`config.mk`:
```
export PLATFORM = sky130hd
export DESIGN_NAME = threshold_neuron
export DESIGN_NICKNAME = d
export VERILOG_FILES = /design/src/rtl/neuron_pkg.sv /design/src/rtl/neuron_seq.sv /design/src/rtl/shift_add_mul.sv /design/src/rtl/neuron_act.sv /design/src/rtl/threshold_neuron.sv
export SDC_FILE = /design/constraint.sdc
export NUM_CORES = 1
export LEC_CHECK = 0
export BUFFER_PORTS_ARGS = -buffer_cell sky130_fd_sc_hd__buf_4
export CAP_MARGIN = 15
export CORE_MARGIN = 2
export CORE_UTILIZATION = 36
export DETAILED_ROUTE_END_ITERATION = 16
export GPL_ROUTABILITY_DRIVEN = 0
export GPL_TIMING_DRIVEN = 0
export PLACE_DENSITY_LB_ADDON = 0.25
export SYNTH_ARGS = -nofsm -noshare
export SYNTH_HDL_FRONTEND = slang
export SYNTH_SLANG_ARGS = --single-unit
```
`constraint.sdc`:
```
create_clock -name clk -period 2.75 [get_ports clk]
set_input_delay 0.1375 -clock clk [delete_from_list [all_inputs] [get_ports clk]]
set_output_delay 0.1375 -clock clk [all_outputs]
set_load 0.01 [all_outputs]
```
`src/rtl/neuron_pkg.sv`:
```
package neuron_pkg;

    typedef enum logic [1:0] {
        SEQ_IDLE = 2'd0,
        SEQ_RUN  = 2'd1,
        SEQ_FIN  = 2'd2
    } seq_state_e;

    function automatic int unsigned max_sum(input int unsigned data_w);
        int unsigned top;
        top = (1 << data_w) - 1;
        return 2 * top * top;
    endfunction

endpackage

```
`src/rtl/neuron_seq.sv`:
```
module neuron_seq
    import neuron_pkg::*;
#(
    parameter int DATA_W = 4
) (
    input  logic clk,
    input  logic rst,
    input  logic start,
    output logic load,
    output logic step,
    output logic finish,
    output logic done_o
);
    localparam int CNT_W = (DATA_W > 1) ? $clog2(DATA_W) : 1;
    localparam logic [CNT_W-1:0] LAST_BIT = CNT_W'(DATA_W - 1);

    typedef struct packed {
        seq_state_e       state;
        logic [CNT_W-1:0] bit_idx;
        logic             done;
    } seq_regs_t;

    seq_regs_t r_q, r_d;

    always_comb begin
        r_d      = r_q;
        r_d.done = 1'b0;
        load     = 1'b0;
        step     = 1'b0;
        finish   = 1'b0;
        unique case (r_q.state)
            SEQ_IDLE: begin
                if (start) begin
                    load        = 1'b1;
                    r_d.state   = SEQ_RUN;
                    r_d.bit_idx = '0;
                end
            end
            SEQ_RUN: begin
                step = 1'b1;
                if (r_q.bit_idx == LAST_BIT) begin
                    r_d.state = SEQ_FIN;
                end else begin
                    r_d.bit_idx = r_q.bit_idx + 1'b1;
                end
            end
            SEQ_FIN: begin
                finish    = 1'b1;
                r_d.done  = 1'b1;
                r_d.state = SEQ_IDLE;
            end
            default: begin
                r_d.state = SEQ_IDLE;
            end
        endcase
    end

    always_ff @(posedge clk) begin
        if (rst) begin
            r_q.state   <= SEQ_IDLE;
            r_q.bit_idx <= '0;
            r_q.done    <= 1'b0;
        end else begin
            r_q <= r_d;
        end
    end

    assign done_o = r_q.done;

endmodule

```
`src/rtl/shift_add_mul.sv`:
```
module shift_add_mul #(
    parameter int DATA_W = 4
) (
    input  logic                  clk,
    input  logic                  rst,
    input  logic                  load,
    input  logic                  step,
    input  logic [DATA_W-1:0]     mcand_in,
    input  logic [DATA_W-1:0]     mplier_in,
    output logic [2*DATA_W-1:0]   prod_o
);
    localparam int PROD_W = 2 * DATA_W;

    typedef struct packed {
        logic [PROD_W-1:0] mcand;
        logic [DATA_W-1:0] mplier;
        logic [PROD_W-1:0] acc;
    } mul_regs_t;

    mul_regs_t r_q, r_d;

    always_comb begin
        r_d = r_q;
        if (load) begin
            r_d.mcand  = {{DATA_W{1'b0}}, mcand_in};
            r_d.mplier = mplier_in;
            r_d.acc    = '0;
        end else if (step) begin
            if (r_q.mplier[0]) begin
                r_d.acc = r_q.acc + r_q.mcand;
            end
            r_d.mcand  = r_q.mcand << 1;
            r_d.mplier = r_q.mplier >> 1;
        end
    end

    always_ff @(posedge clk) begin
        if (rst) begin
            r_q <= '0;
        end else begin
            r_q <= r_d;
        end
    end

    assign prod_o = r_q.acc;

endmodule

```
`src/rtl/neuron_act.sv`:
```
module neuron_act #(
    parameter int DATA_W = 4,
    parameter int THRESH = 225
) (
    input  logic                  clk,
    input  logic                  rst,
    input  logic                  capture,
    input  logic [2*DATA_W-1:0]   prod_a,
    input  logic [2*DATA_W-1:0]   prod_b,
    output logic [2*DATA_W:0]     sum_o,
    output logic                  active_o
);
    localparam int SUM_W = 2 * DATA_W + 1;
    localparam logic [SUM_W-1:0] THR_V = SUM_W'(THRESH);

    typedef struct packed {
        logic [SUM_W-1:0] sum;
        logic             active;
    } act_regs_t;

    act_regs_t r_q, r_d;
    logic [SUM_W-1:0] total;

    always_comb begin
        total = {1'b0, prod_a} + {1'b0, prod_b};
        r_d   = r_q;
        if (capture) begin
            r_d.sum    = total;
            r_d.active = (total > THR_V);
        end
    end

    always_ff @(posedge clk) begin
        if (rst) begin
            r_q <= '0;
        end else begin
            r_q <= r_d;
        end
    end

    assign sum_o    = r_q.sum;
    assign active_o = r_q.active;

endmodule

```
`src/rtl/threshold_neuron.sv`:
```
module threshold_neuron #(
    parameter int DATA_W = 4,
    parameter int THRESH = ((1 << DATA_W) - 1) * ((1 << DATA_W) - 1)
) (
    input  logic                clk,
    input  logic                rst,
    input  logic                start,
    input  logic [DATA_W-1:0]   x_a,
    input  logic [DATA_W-1:0]   w_a,
    input  logic [DATA_W-1:0]   x_b,
    input  logic [DATA_W-1:0]   w_b,
    output logic                done,
    output logic                active,
    output logic [2*DATA_W:0]   sum
);
    localparam int N_LANE = 2;
    localparam int PROD_W = 2 * DATA_W;

    logic load, step, finish;
    logic [DATA_W-1:0] lane_x [N_LANE];
    logic [DATA_W-1:0] lane_w [N_LANE];
    logic [PROD_W-1:0] lane_p [N_LANE];

    assign lane_x[0] = x_a;
    assign lane_w[0] = w_a;
    assign lane_x[1] = x_b;
    assign lane_w[1] = w_b;

    neuron_seq #(.DATA_W(DATA_W)) u_seq (
        .clk    (clk),
        .rst    (rst),
        .start  (start),
        .load   (load),
        .step   (step),
        .finish (finish),
        .done_o (done)
    );

    for (genvar g = 0; g < N_LANE; g++) begin : g_lane
        shift_add_mul #(.DATA_W(DATA_W)) u_mul (
            .clk       (clk),
            .rst       (rst),
            .load      (load),
            .step      (step),
            .mcand_in  (lane_x[g]),
            .mplier_in (lane_w[g]),
            .prod_o    (lane_p[g])
        );
    end

    neuron_act #(.DATA_W(DATA_W), .THRESH(THRESH)) u_act (
        .clk      (clk),
        .rst      (rst),
        .capture  (finish),
        .prod_a   (lane_p[0]),
        .prod_b   (lane_p[1]),
        .sum_o    (sum),
        .active_o (active)
    );

endmodule

```
=== Word level (Yosys, flattened, before mapping) ===
Cells that the tools add are included.

* $add $sub $neg: 4
* Order comparisons: 1
* Equality and inequality tests: 6
* Multiplexer cells: 15
* Reductions and logical operators: 8

{| class="wikitable"
|+ Operators with widths
! kind !! number
|-
| 2-to-1 mux 16 bit || 4
|-
| adder 8 bit || 2
|-
| 2-to-1 mux 8 bit || 2
|-
| adder 8 x 8 -> 9 bit || 1
|-
| > comparator 9 x 8 -> 1 bit (second input constant) || 1
|-
| case mux 2 bit (2 select lines) || 2
|-
| AND reduction 2 bit || 3
|-
| == test 2 bit (second input constant) || 2
|-
| 2-to-1 mux 1 bit || 4
|-
| 2-to-1 mux 2 bit || 2
|-
| 2-to-1 mux 4 bit || 1
|-
| != test 2 bit (second input constant) || 2
|-
| nonzero test 2 bit || 2
|-
| AND reduction 3 bit || 1
|-
| adder 2 x 1 -> 2 bit (second input constant) || 1
|-
| == test 2 x 1 -> 1 bit (second input constant) || 1
|-
| zero test 2 bit || 1
|-
| != test 2 x 1 -> 1 bit (second input constant) || 1
|-
| OR reduction 2 bit || 1
|}

* Bits in registers: 55
* Input bits: 19
* Logic and storage cells: 47

=== Longest topological paths before layout ===
Gate-level depths: netlist of the first run.

* Word-level depth: 4
* Mapped depth: 9

=== Hierarchy ===
From an unflattened synthesis of the first run, not the netlist that was laid out.

* Cells, all modules: 382
* Area, all modules: 3294.4 um^2

{| class="wikitable"
|+ By module, submodules not included
! module !! times used !! cells each !! area an instance (um^2)
|-
| shift_add_mul || 2 || 136 || 1151.1
|-
| neuron_act || 1 || 84 || 754.5
|-
| neuron_seq || 1 || 26 || 237.7
|}

=== Worst setup path after synthesis of the first run ===
Ideal clock, no wire load.

* Kind: register -> register
* Start: register g_lane[0].u_mul.r_q, in the netlist g_lane[0].u_mul.prod_o[0]
* End: register u_act.r_q, in the netlist u_act.active_o
* Arrival: 1.958 ns
* Required time: 2.675 ns
* Path slack: 0.717 ns
* Stages on the path, launching flop included: 10
* Path buffers: 0
* Cell sequence: dfxtp_1 ha_1 inv_1 fa_1 and2b_1 o21ai_2 o21ai_2 a2111oi_0 or3_1 o22ai_1

* Longest elaborated chain between the ends: 2

{| class="wikitable"
|+ Ends and longest elaborated chain
! what !! line !! text
|-
| from (decl) || shift_add_mul.sv:20 || <nowiki>mul_regs_t r_q, r_d;</nowiki>
|-
| from (signal assigned) || shift_add_mul.sv:41 || <nowiki>r_q <= r_d;</nowiki>
|-
| adder 8 x 8 -> 9 bit || neuron_act.sv:25 || <nowiki>total = {1'b0, prod_a} + {1'b0, prod_b};</nowiki>
|-
| > comparator 9 x 8 -> 1 bit || neuron_act.sv:29 || <nowiki>r_d.active = (total > THR_V);</nowiki>
|-
| to (signal assigned) || neuron_act.sv:37 || <nowiki>r_q <= r_d;</nowiki>
|-
| to (decl) || neuron_act.sv:21 || <nowiki>act_regs_t r_q, r_d;</nowiki>
|}

Every way passes these cells.
A chain may end at the register's enable or synchronous reset.

=== Worst setup path in the final report of the first run ===
Ends and elaborated chain as after synthesis.

==> out/qor.yml, run 1 <==
sta:
  maxSlewHeadroom_pct: 60.5
  rsz0062_at_grt: "false"
  clock-skew-final_ns: 0.0142
  worstMarginPinSlew_ns: 0.592
  finalSetupTns_ns: 0
  finalCritPeriodShare_pct: 81.7
  finalHoldViolCount: 0
  period_minus_slack_ns: 2.25
  finalSetupViolCount: 0
  maxSlewViolCount: 0
  fmax_mhz: 445
routing:
  postRouteWirelength_um: 7200
  wl_per_cell_um: 13.7
  drtPass1Iterations: 4
  drcViolationCount: 0
  ant_nets: 0
  routed-via-count: 2723
  via_per_inst: 5.19
  drtIter0Drc: 119
layout:
  instances_no_fill: 525
  area_delta_synth_final_pct: 13.4
  mostFrequentLayoutCells: "a21oi_1, dfxtp_1, nand2_1, nor2_1, buf_4"
  seq_area_mm2: 0.00110
  multi_input_area_mm2: 0.00181
  antenna_cells: 0
  mostFrequentLayoutCell: "a21oi_1"
  nFillCells: 867
  nNetsFinal: 466
  layout-drive-gt1-share_pct: 12.1
power_and_ir_drop:
  peakVddDrop_v: 0.000173
  p_per_area_mw_per_mm2: 408
  leakage_uw: 0.00149
  finalPower_uw: 1430
clocking:
  htree_levels: 2
  clk_latency_ns: 0.30
  postCtsSetupBuffers: 0
  cts_buffers: 5
  cts_num_sinks: 55
  ctsRootBufferMaster: "clkbuf_8"
  clk_pin_slew_ns: 0.10
  clockBufferDepth: 2
  post_cts_resized: 0
  cts_tree: "yes"
  postCtsHoldBufs: 0
die:
  rows: 33
  initial_core_util_pct: 37.5
  die-area_mm2: 0.00935
  io_pins: 30
  core_area_mm2: 0.00826
  die_x_um: 96.7
  die_h_um: 96.7
critical_path:
  end_kind: "register"
  cp_max_fo: 3
  required_ns: 2.98
  crit_type: "reg -> reg"
  worst_setup_path_start_kind: "register"
  crit_arrival_ns: 2.48
logic_synthesis:
  syn_avg_cell_area_um2: 8.02
  ys_seq_elements: 55
  synth_area_leaders: "dfxtp_1, a21oi_1, ha_1, nand2_1, nor2_1"
  ys_types: 47
  synthesis.instances: 386
  synth_area_mm2: 0.00309
  ys_warn_count: 0
  yosysTopAreaCell: "dfxtp_1"
  synth_edf_count: 0
  syn-num-nets: 431
  yosysSeqAreaShare_pct: 35.6
  netlist.area_leader.share_pct: 35.6
  synth_ff_type: "dfxtp_1"
  synthArstFlopShare_pct: 0
placed_design:
  dpl.hpwl_um: 5500
  dp_cells: 519
  port_buffers: 28
global_routing:
  grt_usage_pct: 15.7
  grt_antenna_before_repair: 0
  grt-busiest-layer: "met2"
  grt_max_degree: 15
  grt_use_met3_pct: 2.31
  grt_pass1_vias: 2640
  use_met2_pct: 25.2
  grt_overflow_total: 0
  grt_util_met1_pct: 21.6
  grt_pass1_wl_um: 12100
run:
  drv_cap: 0
run_status:
  status: "completed"
worst_hold_path:
  worstHoldPathType: "in -> reg"
==> final cells by class <==
class,count,share of cell area [%]
multi-input cells,290,51.7
inverters,22,2.43
plain buffers,19,2.71
flip-flops and latches,55,31.4
clock buffers,6,2.07
repair buffers,28,5.99
well taps,105,3.74
==> where the power goes <==
part / internal, µW / switching, µW
Clock: 171 / 240
Sequential: 820 / 22.0
Combinational: 73.1 / 104
Total: 1060 / 367
==> critical path: stages, from the launching register on <==
cell and delay [ns]:
dfxtp_1 0.40, ha_1 0.22, inv_1 0.06, fa_1 0.39
and2b_1 0.22, o21ai_2 0.07, o21ai_2 0.16, a2111oi_0 0.11
or3_1 0.38, o22ai_1 0.17
==> cell usage after synthesis, types with 9 or more instances <==
cell	n
a21oi_1	63
o22ai_1	13
clkbuf_1	9
nor2_1	36
nor2b_1	9
nand2_1	38
ha_1	23
o21ai_0	21
dfxtp_1	55
inv_1	21
==> final timing paths <==
check | depth (start not counted) | to | slack [ns] | start
max | 9 | u_act.active_o | 0.50 | g_lane[0].u_mul.prod_o[0]
min | 3 | g_lane[1].u_mul.r_q[14] | 0.13 | x_b[2]
max reg2reg | 9 | u_act.active_o | 0.50 | g_lane[0].u_mul.prod_o[0]
min reg2reg | 2 | u_act.sum_o[5] | 0.46 | u_act.sum_o[5]
==> layer usage <==
| metal | share of wire [%] | routed length [µm] |
|---|---|---|
| met2 | 46 | 3350 |
| met3 | 4.8 | 349 |
| met4 | 1.4 | 102 |
| met1 | 47 | 3400 |
| met5 | 0 | 0 |
==> stage by stage <==
step / hold slack [ns] / cell area [µm²] / utilization [%] / setup slack (ns)
2_1_floorplan: 0.323 / 3090 / - / 0.717
3_5_place_dp: 0.447 / 3440 / 41.6 / 0.508
4_1_cts: 0.125 / 3510 / 42.5 / 0.487
6_report: 0.131 / 3510 / 42.5 / 0.503
5_1_grt: 0.129 / 3510 / 42.5 / 0.364
3_3_place_gp: 0.442 / 3440 / 41.6 / 0.541
==> flip-flops by register name, summed over array words and instances (netlist names) <==
register,count
g_lane.u_mul.r_q,24
g_lane.u_mul.prod_o,16
u_act.sum_o,9
u_seq.r_q,4
u_act.active_o,1
u_seq.done_o,1
==> cells by family after synthesis <==
group / synth area share (%)
AO/OA/AOI/OAI: 24.3
AND/OR/NAND/NOR: 17.7
flip-flops: 35.6
buffers and inverters: 5.82
adder cells (fa/ha/maj): 11.2
XOR/XNOR: 3.40
multiplexers: 1.94
Power figures use the tool's default switching activity.
==> run 2, diff against run 1 <==
Clock period 2.75 ns to 2.3 ns, I/O delays scaled along.
==> run 2 against run 1 <==
Effect of this change:
- maximum frequency grew 4.3%
- design area grew 0.18%
- clock power grew 20%
- hold slack lost 0.023 ns
- first-iteration DRC count grew 7.6%
- via count is essentially flat
- cell count is the same
- critical endpoint unchanged
- largest cell class unchanged
==> out/qor.yml, run 2 (synthesized netlist as in run 1, its figures left out) <==
worst_hold_path:
  holdPathEnd: "g_lane[1].u_mul.r_q[14]"
  hold_path.startpoint: "x_b[2]"
  worstHoldPathType: "in -> reg"
  worstHoldPathCells: 3  # unchanged
critical_path:
  r2r_end: "u_act.active_o"
  cp_max_fo: 3  # unchanged
  rr_startpoint: "g_lane[0].u_mul.prod_o[0]"
  end_kind: "register"
  crit_type: "reg -> reg"
  reg2reg_setup_slack_ns: 0.15  # -0.36 ns
  required_ns: 2.53  # -0.45 ns
  crit_arrival_ns: 2.39  # -0.09 ns
  worst-r2r-cell-count: 9  # unchanged
  worst_setup_path_start_kind: "register"
clocking:
  ctsRootBufferMaster: "clkbuf_8"
  cts_tree: "yes"
  cts_num_sinks: 55  # unchanged
  clk_latency_ns: 0.30  # about the same
  clockBufferDepth: 2  # unchanged
  clk_pin_slew_ns: 0.10  # about the same
  cts_buffers: 5  # unchanged
  htree_levels: 2  # unchanged
die:
  die-area_mm2: 0.00935  # unchanged
  rows: 33  # unchanged
  io_pins: 30  # unchanged
  core_area_mm2: 0.00826  # unchanged
  initial_core_util_pct: 37.5  # unchanged
  die_h_um: 96.7  # unchanged
  die_x_um: 96.7  # unchanged
layout:
  mostFrequentLayoutCells: "a21oi_1, dfxtp_1, nand2_1, nor2_1, buf_4"
  multi_input_area_mm2: 0.00182  # +0.14%
  nNetsFinal: 466  # unchanged
  largest_reg_flops: 24  # unchanged
  instances_no_fill: 525  # unchanged
  seq_area_mm2: 0.00110  # +0.34%
  nFillCells: 868  # +0.12%
  layout-drive-gt1-share_pct: 13.1  # +0.95 points
  area_delta_synth_final_pct: 13.6
  top_register: "g_lane.u_mul.r_q"
  antenna_cells: 0  # unchanged
  mostFrequentLayoutCell: "a21oi_1"
sta:
  finalCritPeriodShare_pct: 93.7  # +12 points
  finalSetupViolCount: 0  # unchanged
  fmax_mhz: 464  # +4.3%
  finalSetupTns_ns: 0  # unchanged
  finalHoldViolCount: 0  # unchanged
  period_minus_slack_ns: 2.15  # -0.0923 ns
  maxSlewViolCount: 0  # unchanged
  worstMarginPinSlew_ns: 0.630  # +0.0374 ns
  clock-skew-final_ns: 0.0149  # +0.000733 ns
  maxSlewHeadroom_pct: 58.0  # -2.5 points
  rsz0062_at_grt: "false"
routing:
  drcViolationCount: 0  # unchanged
  drtIter0Drc: 128  # +7.6%
  routed-via-count: 2722  # -0.037%
  ant_nets: 0  # unchanged
  via_per_inst: 5.18  # about the same
  wl_per_cell_um: 13.7  # +0.21%
  drtPass1Iterations: 4  # unchanged
  postRouteWirelength_um: 7210  # +0.21%
run:
  drv_cap: 0  # unchanged
run_status:
  status: "completed"
power_and_ir_drop:
  leakage_uw: 0.00149  # -0.11%
  p_per_area_mw_per_mm2: 487  # +19%
  peakVddDrop_v: 0.000208  # +20%
  finalPower_uw: 1710  # +20%
global_routing:
  grt_usage_pct: 15.7  # unchanged
  grt_antenna_before_repair: 0  # unchanged
  grt_overflow_total: 0  # unchanged
  grt_pass1_wl_um: 12100  # unchanged
  grt_max_degree: 15  # unchanged
  grt_pass1_vias: 2640  # unchanged
placed_design:
  port_buffers: 28  # unchanged
  dpl.hpwl_um: 5500  # unchanged
  dp_cells: 519  # unchanged
run 2: cell types whose count changed in the layout (fill, tap and decap cells not counted):
| cell | previous run | this run |
|---|---|---|
| dfxtp_1 | 55 | 52 |
| ha_2 | 0 | 1 |
| ha_1 | 23 | 22 |
| dfxtp_2 | 0 | 3 |
run 2: final cells by class:
cell class / count / share of cell area [%]
well taps: 105 / 3.74
inverters: 22 / 2.42
plain buffers: 19 / 2.71
clock buffers: 6 / 2.06
multi-input cells: 290 / 51.7
flip-flops and latches: 55 / 31.4
repair buffers: 28 / 5.98
run 2: worst max-delay path by stage:
stage	from	slack (ns)	depth (start not counted)	endpoint
floorplan	g_lane[0].u_mul.prod_o[0]	0.27	9	u_act.active_o
global placement	g_lane[0].u_mul.prod_o[0]	0.09	9	u_act.active_o
detailed placement	g_lane[0].u_mul.prod_o[0]	0.06	9	u_act.active_o
CTS	g_lane[0].u_mul.prod_o[0]	0.04	9	u_act.active_o
global route	g_lane[0].u_mul.prod_o[0]	0.009	9	u_act.active_o
finish	g_lane[0].u_mul.prod_o[0]	0.15	9	u_act.active_o
run 2: per-layer routing:
layer  vias up  share of wire, %  track usage, %
met5         -                 0               0
met4         0               1.4            5.20
met3         6               3.7            2.31
met2        43                47            25.2
met1      1250                48            21.6
li1       1423                 -               -
run 2: through the flow:
step	worst slack, ns	utilization, %	hold slack [ns]	area [µm²]
2_1_floorplan	0.267	-	0.301	3090
3_3_place_gp	0.0910	41.6	0.420	3440
3_5_place_dp	0.0583	41.6	0.425	3440
4_1_cts	0.0372	42.5	0.102	3510
5_1_grt	0.00890	42.6	0.106	3510
6_report	0.145	42.6	0.108	3510
run 2: worst max-delay path: stages, from the launching register on:
cell and delay [ns]:
dfxtp_2 0.37, ha_2 0.20, inv_1 0.05, fa_1 0.39, and2b_1 0.22, o21ai_2 0.07
o21ai_2 0.14, a2111oi_0 0.11, or3_1 0.38, o22ai_1 0.16
run 2: what timing repair did:
item / in CTS / in global routing
hold buffers: 0 / 0
setup endpoints to repair: 0 / 2
setup buffers: 0 / 0
resized for setup: 0 / 4
run 2: power by group:
group / switching (µW) / total, µW / internal (µW) / leakage, µW
Clock: 289 / 493 / 204 / 0.0000371
Sequential: 26.4 / 1010 / 980 / 0.000449
Combinational: 125 / 213 / 87.5 / 0.00101
